--- src/rtl/pcu_pkg.sv ---
package pcu_pkg;

  localparam int CMD_W = 3;

  typedef enum logic [CMD_W-1:0] {
    CMD_LIVE    = 3'd0,
    CMD_CAP0    = 3'd1,
    CMD_CAP1    = 3'd2,
    CMD_CAP2    = 3'd3,
    CMD_CAP3    = 3'd4,
    CMD_MINRST  = 3'd5,
    CMD_RSVD6   = 3'd6,
    CMD_RSVD7   = 3'd7
  } pcu_cmd_e;

  typedef enum logic {
    TRACK_MAX = 1'b0,
    TRACK_MIN = 1'b1
  } track_mode_e;

endpackage

--- src/rtl/pcu_cmd_decode.sv ---
module pcu_cmd_decode
  import pcu_pkg::*;
#(
  parameter int NUM_CNT = 4,
  localparam int IDX_W  = (NUM_CNT > 1) ? $clog2(NUM_CNT) : 1
) (
  input  logic             cmd_wr,
  input  logic [CMD_W-1:0] cmd_data,
  output logic             do_live,
  output logic             do_capture,
  output logic [IDX_W-1:0] capture_idx,
  output logic             do_minrst,
  output logic             accepted
);

  logic [CMD_W-1:0] idx_full;

  always_comb begin
    do_live     = 1'b0;
    do_capture  = 1'b0;
    do_minrst   = 1'b0;
    idx_full    = cmd_data - CMD_W'(1);
    capture_idx = idx_full[IDX_W-1:0];
    if (cmd_wr) begin
      if (cmd_data == CMD_LIVE) begin
        do_live = 1'b1;
      end else if (cmd_data == CMD_MINRST) begin
        do_minrst = 1'b1;
      end else if (int'(cmd_data) <= NUM_CNT) begin
        do_capture = 1'b1;
      end
    end
    accepted = do_live | do_capture | do_minrst;
  end

endmodule

--- src/rtl/pcu_capture_ctrl.sv ---
module pcu_capture_ctrl
  import pcu_pkg::*;
#(
  parameter int NUM_CNT = 4,
  localparam int IDX_W  = (NUM_CNT > 1) ? $clog2(NUM_CNT) : 1
) (
  input  logic             clk,
  input  logic             rst_n,
  input  logic             do_live,
  input  logic             do_capture,
  input  logic [IDX_W-1:0] capture_idx,
  input  logic             do_minrst,
  input  logic             accepted,
  output logic             cap_active,
  output logic [IDX_W-1:0] cap_sel,
  output track_mode_e      mode,
  output logic             track_en
);

  logic             act_q, act_d;
  logic [IDX_W-1:0] sel_q, sel_d;
  track_mode_e      mode_q, mode_d;
  logic             ctrl_en;

  always_comb begin
    act_d  = act_q;
    sel_d  = sel_q;
    mode_d = mode_q;
    if (do_live) begin
      act_d  = 1'b0;
      mode_d = TRACK_MAX;
    end else if (do_capture) begin
      act_d  = 1'b1;
      sel_d  = capture_idx;
    end else if (do_minrst) begin
      mode_d = TRACK_MIN;
    end
    ctrl_en = accepted;
  end

  always_ff @(posedge clk or negedge rst_n) begin
    if (!rst_n) begin
      act_q  <= 1'b0;
      sel_q  <= '0;
      mode_q <= TRACK_MAX;
    end else if (ctrl_en) begin
      act_q  <= act_d;
      sel_q  <= sel_d;
      mode_q <= mode_d;
    end
  end

  assign cap_active = act_q;
  assign cap_sel    = sel_q;
  assign mode       = mode_q;
  assign track_en   = act_q & ~accepted;

  AST_IGNORE_RESERVED: assert property (@(posedge clk) disable iff (!rst_n)
    !accepted |=> ($stable(act_q) && $stable(sel_q) && $stable(mode_q)));

  AST_LIVE_CLEARS: assert property (@(posedge clk) disable iff (!rst_n)
    do_live |=> (!act_q && mode_q == TRACK_MAX));

  AST_MINRST_KEEPS_SEL: assert property (@(posedge clk) disable iff (!rst_n)
    do_minrst |=> (mode_q == TRACK_MIN && $stable(sel_q) && $stable(act_q)));

endmodule

--- src/rtl/pcu_peak_tracker.sv ---
module pcu_peak_tracker
  import pcu_pkg::*;
#(
  parameter int CNT_W = 5
) (
  input  logic             clk,
  input  logic             rst_n,
  input  logic             load_zero,
  input  logic             load_full,
  input  logic             track_en,
  input  track_mode_e      mode,
  input  logic [CNT_W-1:0] sample,
  output logic [CNT_W-1:0] peak
);

  logic [CNT_W-1:0] peak_q, peak_d;
  logic             peak_en;
  logic             above, below;

  always_comb begin
    above   = sample > peak_q;
    below   = sample < peak_q;
    peak_d  = peak_q;
    if (load_zero) begin
      peak_d = '0;
    end else if (load_full) begin
      peak_d = '1;
    end else if (track_en) begin
      if (mode == TRACK_MAX && above) begin
        peak_d = sample;
      end else if (mode == TRACK_MIN && below) begin
        peak_d = sample;
      end
    end
    peak_en = load_zero | load_full | track_en;
  end

  always_ff @(posedge clk or negedge rst_n) begin
    if (!rst_n) begin
      peak_q <= '0;
    end else if (peak_en) begin
      peak_q <= peak_d;
    end
  end

  assign peak = peak_q;

  AST_MAX_NO_DROP: assert property (@(posedge clk) disable iff (!rst_n)
    (track_en && !load_zero && !load_full && mode == TRACK_MAX) |=> peak_q >= $past(peak_q));

  AST_MAX_TAKES_HIGHER: assert property (@(posedge clk) disable iff (!rst_n)
    (track_en && !load_zero && !load_full && mode == TRACK_MAX && sample > peak_q)
      |=> peak_q == $past(sample));

  AST_MIN_NO_RISE: assert property (@(posedge clk) disable iff (!rst_n)
    (track_en && !load_zero && !load_full && mode == TRACK_MIN) |=> peak_q <= $past(peak_q));

  AST_MIN_TAKES_LOWER: assert property (@(posedge clk) disable iff (!rst_n)
    (track_en && !load_zero && !load_full && mode == TRACK_MIN && sample < peak_q)
      |=> peak_q == $past(sample));

  AST_ZERO_LOAD: assert property (@(posedge clk) disable iff (!rst_n)
    load_zero |=> peak_q == '0);

  AST_FULL_LOAD: assert property (@(posedge clk) disable iff (!rst_n)
    load_full |=> peak_q == '1);

endmodule

--- src/rtl/pcu_readback_mux.sv ---
module pcu_readback_mux #(
  parameter int NUM_CNT = 4,
  parameter int CNT_W   = 5,
  parameter int BYTE_W  = 8,
  localparam int IDX_W  = (NUM_CNT > 1) ? $clog2(NUM_CNT) : 1,
  localparam int PAD_W  = BYTE_W - CNT_W
) (
  input  logic [NUM_CNT*CNT_W-1:0]  cnt_flat,
  input  logic                      cap_active,
  input  logic [IDX_W-1:0]          cap_sel,
  input  logic [CNT_W-1:0]          peak,
  output logic [NUM_CNT*BYTE_W-1:0] rd_bytes
);

  for (genvar gi = 0; gi < NUM_CNT; gi++) begin : g_slot
    logic             show_peak;
    logic [CNT_W-1:0] slot_val;
    assign show_peak = cap_active && (int'(cap_sel) == gi);
    assign slot_val  = show_peak ? peak : cnt_flat[gi*CNT_W +: CNT_W];
    assign rd_bytes[gi*BYTE_W +: BYTE_W] = {{PAD_W{1'b0}}, slot_val};
  end

endmodule

--- src/rtl/peak_capture_unit.sv ---
module peak_capture_unit
  import pcu_pkg::*;
#(
  parameter int NUM_CNT = 4,
  parameter int CNT_W   = 5,
  parameter int BYTE_W  = 8,
  localparam int IDX_W  = (NUM_CNT > 1) ? $clog2(NUM_CNT) : 1,
  localparam int PAD_W  = BYTE_W - CNT_W
) (
  input  logic                      clk,
  input  logic                      rst_n,
  input  logic [NUM_CNT*CNT_W-1:0]  cnt_flat,
  input  logic                      cmd_wr,
  input  logic [CMD_W-1:0]          cmd_data,
  output logic [NUM_CNT*BYTE_W-1:0] rd_bytes
);

  logic             rst_s0, rst_s1;
  logic             rst_sync_n;
  logic             do_live, do_capture, do_minrst, accepted;
  logic [IDX_W-1:0] capture_idx;
  logic             cap_active, track_en;
  logic [IDX_W-1:0] cap_sel;
  track_mode_e      mode;
  logic [CNT_W-1:0] sample, peak;

  always_ff @(posedge clk or negedge rst_n) begin
    if (!rst_n) begin
      rst_s0 <= 1'b0;
      rst_s1 <= 1'b0;
    end else begin
      rst_s0 <= 1'b1;
      rst_s1 <= rst_s0;
    end
  end
  assign rst_sync_n = rst_s1;

  pcu_cmd_decode #(.NUM_CNT(NUM_CNT)) u_dec (
    .cmd_wr     (cmd_wr),
    .cmd_data   (cmd_data),
    .do_live    (do_live),
    .do_capture (do_capture),
    .capture_idx(capture_idx),
    .do_minrst  (do_minrst),
    .accepted   (accepted)
  );

  pcu_capture_ctrl #(.NUM_CNT(NUM_CNT)) u_ctrl (
    .clk        (clk),
    .rst_n      (rst_sync_n),
    .do_live    (do_live),
    .do_capture (do_capture),
    .capture_idx(capture_idx),
    .do_minrst  (do_minrst),
    .accepted   (accepted),
    .cap_active (cap_active),
    .cap_sel    (cap_sel),
    .mode       (mode),
    .track_en   (track_en)
  );

  always_comb begin
    sample = '0;
    for (int i = 0; i < NUM_CNT; i++) begin
      if (int'(cap_sel) == i) sample = cnt_flat[i*CNT_W +: CNT_W];
    end
  end

  pcu_peak_tracker #(.CNT_W(CNT_W)) u_trk (
    .clk      (clk),
    .rst_n    (rst_sync_n),
    .load_zero(do_live),
    .load_full(do_minrst),
    .track_en (track_en),
    .mode     (mode),
    .sample   (sample),
    .peak     (peak)
  );

  pcu_readback_mux #(.NUM_CNT(NUM_CNT), .CNT_W(CNT_W), .BYTE_W(BYTE_W)) u_mux (
    .cnt_flat  (cnt_flat),
    .cap_active(cap_active),
    .cap_sel   (cap_sel),
    .peak      (peak),
    .rd_bytes  (rd_bytes)
  );

  logic [NUM_CNT-1:0] slot_differs;
  logic [NUM_CNT-1:0] slot_pad_set;
  always_comb begin
    for (int i = 0; i < NUM_CNT; i++) begin
      slot_differs[i] = rd_bytes[i*BYTE_W +: CNT_W] != cnt_flat[i*CNT_W +: CNT_W];
      slot_pad_set[i] = |rd_bytes[i*BYTE_W+CNT_W +: PAD_W];
    end
  end

  AST_ONE_SLOT_PEAK: assert property (@(posedge clk) disable iff (!rst_sync_n)
    $onehot0(slot_differs));

  AST_PAD_ZERO: assert property (@(posedge clk) disable iff (!rst_sync_n)
    slot_pad_set == '0);

  AST_LIVE_AFTER_CLEAR: assert property (@(posedge clk) disable iff (!rst_sync_n)
    (cmd_wr && cmd_data == CMD_LIVE) |=> slot_differs == '0);

endmodule

--- config.mk ---
export PLATFORM = sky130hd
export DESIGN_NAME = peak_capture_unit
export DESIGN_NICKNAME = d
export VERILOG_FILES = /design/src/rtl/pcu_pkg.sv /design/src/rtl/pcu_cmd_decode.sv /design/src/rtl/pcu_capture_ctrl.sv /design/src/rtl/pcu_peak_tracker.sv /design/src/rtl/pcu_readback_mux.sv /design/src/rtl/peak_capture_unit.sv
export SDC_FILE = /design/constraint.sdc
export NUM_CORES = 1
export LEC_CHECK = 0
export BUFFER_PORTS_ARGS = -buffer_cell sky130_fd_sc_hd__clkbuf_2
export CAP_MARGIN = 20
export CORE_AREA = 2 2 51 53
export DETAILED_ROUTE_END_ITERATION = 7
export DIE_AREA = 0 0 53 55
export PLACE_DENSITY = 0.81
export SETUP_SLACK_MARGIN = 0.05
export SLEW_MARGIN = 20
export SYNTH_ARGS = -nofsm -noshare
export SYNTH_HDL_FRONTEND = slang
export SYNTH_SLANG_ARGS = --single-unit
--- constraint.sdc ---
create_clock -name clk -period 2.6 [get_ports clk]
set_input_delay 0.13 -clock clk [delete_from_list [all_inputs] [get_ports clk]]
set_output_delay 0.13 -clock clk [all_outputs]
set_load 0.005 [all_outputs]
==> impl_metrics.ini <==
[outcome]
status = complete, no violations

[worst_setup_path]
endpoint_kind = flip-flop
cpPeakStageDelay_ns = 0.57
cp.required_ns = 2.80
cp_max_fo = 6
crit_family = multiplexers
startpoint_type = flip-flop
path_cells = mux4_2, ha_4, a21oi_1, o21ai_1, or4b_4, a21o_1, a31oi_1
timing.reg2reg.setup_slack_ns = 0.15
path_class = reg2reg
path_buf_inv = 0
slowest_stage = mux4_2
crit_arrival_ns = 2.65

[die]
die_h_um = 55
fp.dieW_um = 53
io_pins = 58
core-area_um2 = 2360
rows = 18
die_area_um2 = 2920
initial_core_util = 0.461

[routing]
via_per_inst = 5.65
ant_nets = 0
drt_pass1_iterations = 4
drc = 0
wire_per_inst_um = 15.1
drtIter0Drc = 31
routed-via-count = 1180
totalWireLength_um = 3170

[placement]
portBuffers = 45
gp_congestion = 0.882
dpl.hpwl_um = 2470
place_ws_ns = 0.0163

[sta]
setup_viol = 0
fin_crit_ns = 2.45
hold_slack_ns = 0.0681
hold_viol_final = 0
finalCritPeriodShare = 0.941
rsz0062_at_grt = no
slew_viol_final = 0
fin_tns_setup_ns = 0
clock_skew_ns = 0.0146
setup_ws_ns = 0.154
fmax_mhz = 409

[synthesis]
netlist_top_cells_count = o21ai_0, nand2_1, buf_4, dfrtp_1, inv_1
syn_inst = 128
synth-edff-count = 0
ys_seq_area_frac = 0.252
post_synth.cell_area_avg_um2 = 8.52
synth.area.top_cells = dfrtp_1, mux4_2, buf_4
synth_cell_types = 28
synthDominantCellAreaShare = 0.252
yosysWarningCount = 0
ys.flop_type = dfrtp_1
yosysTopAreaCell = dfrtp_1
synth.most_common_cell = o21ai_0
ys_ff_latch = 11
syn_area_um2 = 1090
async_flop_share = 1.00

[cells_and_area]
drive_gt1_frac = 0.425
diodes = 0
seqCellArea_um2 = 277
syn2layout_area_growth_pct = 29.2
multiInputGateArea_um2 = 748
fillers = 205
final_nets = 213

[clocking]
clock_sink_count = 11
clk_pin_slew_ns = 0.08
cts_buffer_depth = 2
cts_root_buf = clkbuf_4
cts_tree = yes
numCtsBuffers = 3
insertion_delay_ns = 0.28
ctsHtreeMaxLevel = 1

[power_and_ir_drop]
leakagePower_nw = 0.729
ir_worst_vdd_uv = 414
powerDensity_nw_per_um2 = 754

[grt]
track_usage = 0.234
grt_max_degree = 10
grt_pass1_vias = 1105
grt.overflow.total = 0
grt_pass1_wl_um = 4850
grt_antenna_before_repair = 0

[min_path]
min_path_type = in2reg

[job]
drv_cap = 0
[layout make-up]
| cell class | instances | area share |
|---|---|---|
| Timing Repair Buffer | 52 | 0.199 |
| Multi-Input combinational cell | 101 | 0.531 |
| Tap cell | 30 | 0.0266 |
| Inverter | 11 | 0.0293 |
| Sequential cell | 11 | 0.196 |
| Clock buffer | 4 | 0.0186 |
[cells in the final DEF, fill, tap and decap left out, types with 2 or more instances in the layout]
cell,instances
ha_1,5
mux4_2,5
nand3_1,7
o211ai_1,4
mux2_2,8
clkbuf_2,45
inv_1,10
nor2_1,4
nand2_1,14
buf_4,6
dfrtp_1,10
a31oi_1,5
a21oi_1,5
o21ai_0,14
conb_1,13
ha_4,2
nor2b_1,2
nand3b_1,2
clkbuf_4,3
[cell families (layout without fill, tap and decap cells)]
logic type      count (synthesis)  count (layout)  synth area share
compound gates                 33              33             0.183
fa+ha+maj                       7               7            0.0803
buf+inv                        27              67             0.136
flops                          11              11             0.252
mux                            13              13             0.186
other cells                     2              13           0.00688
simple gates                   35              35             0.155
[timing repair]
action                                 CTS  global route
pin swaps                                0             1
endpoints found under the hold margin    2             0
hold buffers                             1             0
gates cloned                             0             0
setup buffers                            0             1
setup endpoints to repair                2             5
gates resized for setup                  2             5
[power by group]
group          total, mW  switching, mW  internal (mW)
sequential         0.283         0.0598          0.223
combinational      0.661          0.353          0.309
clock              0.120         0.0602         0.0594
total               1.06          0.473          0.591
[final timing paths]
kind	start	endpoint	depth (start not counted)
setup reg to reg	u_ctrl.cap_sel[1]$_DFFE_PN0P_	u_trk.peak[0]$_DFFE_PN0P_	7
setup / recovery	u_ctrl.cap_sel[1]$_DFFE_PN0P_	u_trk.peak[0]$_DFFE_PN0P_	7
hold reg to reg	rst_s1$_DFF_PN0_	u_trk.peak[4]$_DFFE_PN0P_	0
max in group asynchronous	rst_s1$_DFF_PN0_	u_ctrl.cap_sel[1]$_DFFE_PN0P_	0
hold / removal	cmd_data[0]	u_ctrl.cap_sel[0]$_DFFE_PN0P_	2
min in group asynchronous	rst_s1$_DFF_PN0_	u_trk.peak[4]$_DFFE_PN0P_	0
[routing by layer]
metal / wire [um] / GRT usage
met1: 1180 / 0.273
met2: 1590 / 0.406
met3: 263 / 0.0349
met4: 131 / 0.150
met5: 0 / 0
[sequential cells by signal (all words and copies together), names as in the netlist]
name and count:
u_ctrl.mode 1, rst_s1 1, u_trk.peak 5, u_ctrl.cap_sel 2, u_ctrl.cap_active 1, rst_s0 1
[worst register-to-register path, delay by kind of cell, from the launching register on]
kind	cells	cell delay, ns
muxes	1	0.57
AOI/OAI and AO/OA	4	0.56
and+or+nand+nor	1	0.57
adders and majority gates	1	0.24
DFF	1	0.43
[through the flow]
step / area (um2) / power, mW / std cells / utilization
final: 1410 / 1.06 / 209 / 0.596
after global routing: 1410 / 1.15 / 209 / 0.596
after CTS: 1370 / 0.992 / 208 / 0.578
after detailed placement: 1330 / 0.862 / 203 / 0.560
after global placement: 1330 / 0.829 / 203 / 0.560
after floorplan: 1140 / 0.660 / 139 / -
Power figures use the tool's default switching activity.
